[config.mk]
export PLATFORM = sky130hd
export DESIGN_NAME = serial_byte_tx
export DESIGN_NICKNAME = d
export VERILOG_FILES = /design/src/rtl/sbt_pkg.sv /design/src/rtl/sbt_bit_timer.sv /design/src/rtl/sbt_shifter.sv /design/src/rtl/sbt_fsm.sv /design/src/rtl/serial_byte_tx.sv
export SDC_FILE = /design/constraint.sdc
export NUM_CORES = 1
export LEC_CHECK = 0
export ABC_AREA = 1
export CORE_MARGIN = 2
export CORE_UTILIZATION = 57
export DETAILED_ROUTE_END_ITERATION = 12
export DONT_BUFFER_PORTS = 1
export GPL_ROUTABILITY_DRIVEN = 0
export PLACE_DENSITY_LB_ADDON = 0.25
export SYNTH_ARGS = -nofsm -noshare
export SYNTH_HDL_FRONTEND = slang
export SYNTH_SLANG_ARGS = --single-unit
export TNS_END_PERCENT = 20
[constraint.sdc]
create_clock -name clk -period 2.05 [get_ports clk]
set_input_delay 0.41 -clock clk [delete_from_list [all_inputs] [get_ports clk]]
set_output_delay 0.41 -clock clk [all_outputs]
set_load 0.005 [all_outputs]
[src/rtl/sbt_pkg.sv]
package sbt_pkg;
  typedef enum logic [1:0] {
    ST_IDLE  = 2'd0,
    ST_START = 2'd1,
    ST_DATA  = 2'd2,
    ST_STOP  = 2'd3
  } tx_state_e;
endpackage

[src/rtl/sbt_bit_timer.sv]
module sbt_bit_timer #(
  parameter int PERIOD_W = 16
) (
  input  logic                clk,
  input  logic                rst,
  input  logic                load_i,
  input  logic                run_i,
  input  logic [PERIOD_W-1:0] period_i,
  output logic                bit_end_o
);
  logic [PERIOD_W-1:0] per_q;
  logic [PERIOD_W-1:0] cnt_q;

  // last count value of one bit; zero period behaves as one cycle
  function automatic logic [PERIOD_W-1:0] last_count(input logic [PERIOD_W-1:0] p);
    return (p == '0) ? '0 : p - PERIOD_W'(1);
  endfunction

  assign bit_end_o = run_i && (cnt_q == last_count(per_q));

  always_ff @(posedge clk) begin
    if (rst) begin
      per_q <= '0;
      cnt_q <= '0;
    end else if (load_i) begin
      per_q <= period_i;
      cnt_q <= '0;
    end else if (run_i) begin
      cnt_q <= bit_end_o ? '0 : cnt_q + PERIOD_W'(1);
    end
  end
endmodule

[src/rtl/sbt_shifter.sv]
module sbt_shifter #(
  parameter int DATA_W = 8
) (
  input  logic              clk,
  input  logic              rst,
  input  logic              load_i,
  input  logic              shift_i,
  input  logic [DATA_W-1:0] data_i,
  output logic              lsb_o
);
  logic [DATA_W-1:0] sh_q;

  assign lsb_o = sh_q[0];

  always_ff @(posedge clk) begin
    if (rst)          sh_q <= '0;
    else if (load_i)  sh_q <= data_i;
    else if (shift_i) sh_q <= {1'b0, sh_q[DATA_W-1:1]};
  end
endmodule

[src/rtl/sbt_fsm.sv]
module sbt_fsm
  import sbt_pkg::*;
#(
  parameter int DATA_W = 8
) (
  input  logic clk,
  input  logic rst,
  input  logic start_i,
  input  logic bit_end_i,
  input  logic lsb_i,
  output logic accept_o,
  output logic shift_o,
  output logic frame_end_o,
  output logic busy_o,
  output logic done_o,
  output logic line_o
);
  localparam int IDX_W = (DATA_W > 1) ? $clog2(DATA_W) : 1;
  localparam logic [IDX_W-1:0] LAST_IDX = IDX_W'(DATA_W - 1);

  tx_state_e        state_q;
  logic [IDX_W-1:0] idx_q;

  assign busy_o      = (state_q != ST_IDLE);
  assign accept_o    = start_i && (state_q == ST_IDLE);
  assign shift_o     = bit_end_i && ((state_q == ST_START) || (state_q == ST_DATA));
  assign frame_end_o = bit_end_i && (state_q == ST_STOP);

  always_ff @(posedge clk) begin
    if (rst) begin
      state_q <= ST_IDLE;
      idx_q   <= '0;
      line_o  <= 1'b1;
      done_o  <= 1'b0;
    end else begin
      done_o <= 1'b0;
      case (state_q)
        ST_IDLE: begin
          if (accept_o) begin
            state_q <= ST_START;
            line_o  <= 1'b0;
          end
        end
        ST_START: begin
          if (bit_end_i) begin
            state_q <= ST_DATA;
            idx_q   <= '0;
            line_o  <= lsb_i;
          end
        end
        ST_DATA: begin
          if (bit_end_i) begin
            if (idx_q == LAST_IDX) begin
              state_q <= ST_STOP;
              line_o  <= 1'b1;
            end else begin
              idx_q  <= idx_q + IDX_W'(1);
              line_o <= lsb_i;
            end
          end
        end
        ST_STOP: begin
          if (bit_end_i) begin
            state_q <= ST_IDLE;
            done_o  <= 1'b1;
          end
        end
        default: state_q <= ST_IDLE;
      endcase
    end
  end
endmodule

[src/rtl/serial_byte_tx.sv]
module serial_byte_tx #(
  parameter int DATA_W   = 8,
  parameter int PERIOD_W = 16
) (
  input  logic                clk,
  input  logic                rst,
  input  logic                start_i,
  input  logic [DATA_W-1:0]   data_i,
  input  logic [PERIOD_W-1:0] period_i,
  output logic                line_o,
  output logic                busy_o,
  output logic                done_o
);
  logic accept;
  logic bit_end;
  logic shift;
  logic frame_end;
  logic lsb;

  sbt_bit_timer #(.PERIOD_W(PERIOD_W)) u_timer (
    .clk       (clk),
    .rst       (rst),
    .load_i    (accept),
    .run_i     (busy_o),
    .period_i  (period_i),
    .bit_end_o (bit_end)
  );

  sbt_shifter #(.DATA_W(DATA_W)) u_shift (
    .clk     (clk),
    .rst     (rst),
    .load_i  (accept),
    .shift_i (shift),
    .data_i  (data_i),
    .lsb_o   (lsb)
  );

  sbt_fsm #(.DATA_W(DATA_W)) u_fsm (
    .clk         (clk),
    .rst         (rst),
    .start_i     (start_i),
    .bit_end_i   (bit_end),
    .lsb_i       (lsb),
    .accept_o    (accept),
    .shift_o     (shift),
    .frame_end_o (frame_end),
    .busy_o      (busy_o),
    .done_o      (done_o),
    .line_o      (line_o)
  );
endmodule

==> impl_metrics.toml <==
[outcome]
status = "finished, violations left"
violations = "negative setup slack"

[clocking]
numCtsBuffers = 5
htreeDepth = 2
clk_latency_ps = 320
cts_tree = "built"
clock_sinks = 47
path_clk_slew_ps = 90
clk_path_buf_depth = 2
cts.root.buffer_cell = "clkbuf_8"

[global_route]
overflow = 0
grt_max_degree = 38
antenna_found_initial = 0
grt_pass1_wl_um = 13900
grt_usage = 0.322
grt_pass1_vias = 3222

[final_layout]
drive_above_1_share = 0.311
area_growth_pct = 35.9
final_cells = 582
n_fill_cell = 312
antennaDiodeCount = 0
utilization = 0.818
final_nets = 551

[yosys]
synth_seq_cells = 47
syn_nets = 479
syn_inst = 442
yosys_warnings = 0
ys_seq_area_frac = 0.325
syn_avg_cell_area_sq_um = 6.56
synth.cell_area_sq_mm = 0.00290
synth.distinct_cells = 31

[detailed_routing]
drc = 0
antenna_left = 0
via_per_inst = 5.66
vias = 3294
wl_um = 9200
first_pass_iters = 5
avgRoutedWirePerCell_um = 15.8
drtIter0Drc = 273

[worst_setup_path]
r2r_slack_ps = -330
end_kind = "flip-flop"
arrival_ps = 2600
start_kind = "flip-flop"
critPathRequiredTime_ps = 2270
crit_path_max_fanout = 7
crit_type = "reg -> reg"

[die]
fp.dieArea_sq_mm = 0.00567
die_x_um = 75.3
ios = 30
coreArea_sq_mm = 0.00482
die_h_um = 75.3
rows = 25
initial_utilization = 0.602

[timing]
tightestPinTransition_ps = 379
grt_setup_unrepaired = "true"
maxSlewViolCount = 0
worst_slack_ps = -331
holdWs_ps = 149
finalClockSkew_ps = 6.74
hold_violations = 0
finalCritPeriodShare = 1.16
finalSetupViolCount = 31
period_needed_ps = 2380
fmax_ghz = 0.420
maxSlewHeadroom = 0.747

[placed_design]
pre_cts_ws_ps = -260
place_hpwl_um = 5310
portBuffers = 0
placed_cells = 556

[flow_run]
drv_cap = 0

[power_and_ir_drop]
p_leak_nw = 1.78
ir_drop_mv = 0.843
powerDensity_mw_per_mm2 = 1430

[hold_path]
hp-class = "in -> reg"
[cells by family (layout without fill, tap and decap cells)]
group                    Yosys count  after routing  share of synthesized area
AO/OA/AOI/OAI                     62             62                      0.111
XOR/XNOR                          11             11                     0.0332
adder cells (fa/ha/maj)           10             10                     0.0432
buffers and inverters             57            126                     0.0829
flip-flops                        47             47                      0.325
AND/OR/NAND/NOR                  255            259                      0.405
[area by class of cell]
class                           count  area, sq um  area share
Clock buffer                        6         72.6      0.0184
Sequential cell                    47          955       0.242
Multi-Input combinational cell    342         2000       0.507
Clock inverter                      2         60.1      0.0152
Timing Repair Buffer               72          594       0.151
Tap cell                           67         83.8      0.0213
Inverter                           46          178      0.0451
[cell usage in the layout (no fill, tap or decap), drive strengths merged]
cell type and instances:
a211oi 1, nand3 41, clkbuf 6, o32ai 1
and2 1, a31oi 1, nor2 85, nor4 2
o21ai 36, nor3b 6, xor2 11, inv 43
ha 10, dfxtp 47, clkinv 3, or2 1
a21oi 22, nor3 9, o211a 1, bufinv 2
nand4 10, nand2 103, nand3b 1, buf 72
[path summary, 6_finish.rpt]
check,endpoint,start,depth (start not counted)
setup / recovery,u_fsm.state_q[0],u_timer.per_q[4],16
hold reg to reg,u_fsm.idx_q[2],u_fsm.idx_q[2],2
setup reg to reg,u_fsm.state_q[0],u_timer.per_q[4],16
hold / removal,u_fsm.idx_q[2],rst,1
[power breakdown]
| group | internal (W) | switching, W |
|---|---|---|
| clock network | 0.000488 | 0.000339 |
| registers | 0.00111 | 0.000168 |
| logic | 0.00150 | 0.00202 |
| total | 0.00309 | 0.00252 |
[critical path, cell delays in order, from the launching register on]
cell and delay (ps):
dfxtp_4 380, nor2_4 150, nand2_2 90, nor2_4 190
buf_12 140, nand2_4 90, nand3_2 110, xor2_1 240
nand2_1 150, nor2_4 220, nand2_4 100, nand2_2 80
nand2_2 70, inv_2 80, nand3_1 70, nand2_1 70
nor2_1 40
[synthesized netlist by cell type]
library cell,instances,share of area
a211oi_1,1,0.0026
a21oi_1,22,0.038
a31oi_1,1,0.0022
and2_1,1,0.0022
buf_4,1,0.0026
buf_6,3,0.012
clkbuf_1,7,0.0091
clkinv_1,3,0.0039
dfxtp_1,47,0.32
ha_1,10,0.043
inv_1,42,0.054
inv_2,1,0.0013
nand2_1,91,0.12
nand2_2,7,0.015
nand2_4,1,0.0039
nand3_1,37,0.064
nand3_2,4,0.014
nand3b_1,1,0.0026
nand4_1,10,0.022
nor2_1,74,0.096
nor2_2,7,0.015
nor2_4,4,0.016
nor3_1,9,0.016
nor3b_1,6,0.016
nor4_1,2,0.0043
o211a_1,1,0.0035
o21ai_0,28,0.048
o21ai_1,8,0.014
o32ai_1,1,0.0030
or2_2,1,0.0022
xor2_1,11,0.033
[metrics by stage]
step           power [W]  setup TNS (ps)  cell area, sq um
2_1_floorplan    0.00296           -19.7              2930
3_5_place_dp     0.00389           -4500              3400
4_1_cts          0.00513           -1890              3810
6_report         0.00561           -7500              3940
3_3_place_gp     0.00382           -3590              3400
5_1_grt          0.00593           -9860              3940
[state kept, by name, indices dropped and copies added, names as in the netlist]
signal,cells
u_timer.cnt_q,16
u_timer.per_q,16
u_shift.sh_q,8
u_fsm.idx_q,3
u_fsm.state_q,2
u_fsm.done_o,1
u_fsm.line_o,1
[routing by layer]
metal	share of wire	global-route usage	up-vias	wire, um
met3	0.053	0.0807	53	487
met2	0.50	0.596	135	4630
met5	0	0	-	0
met1	0.39	0.338	1522	3570
li1	-	-	1584	-
met4	0.056	0.156	0	517
[timing repair]
item,4_1_cts,5_1_grt
pin swaps,25,15
gates cloned,4,0
hold buffers,0,0
endpoints found under the setup margin,30,31
resized for setup,40,28
setup buffers,11,3
(Power assumes the default switching activity.)
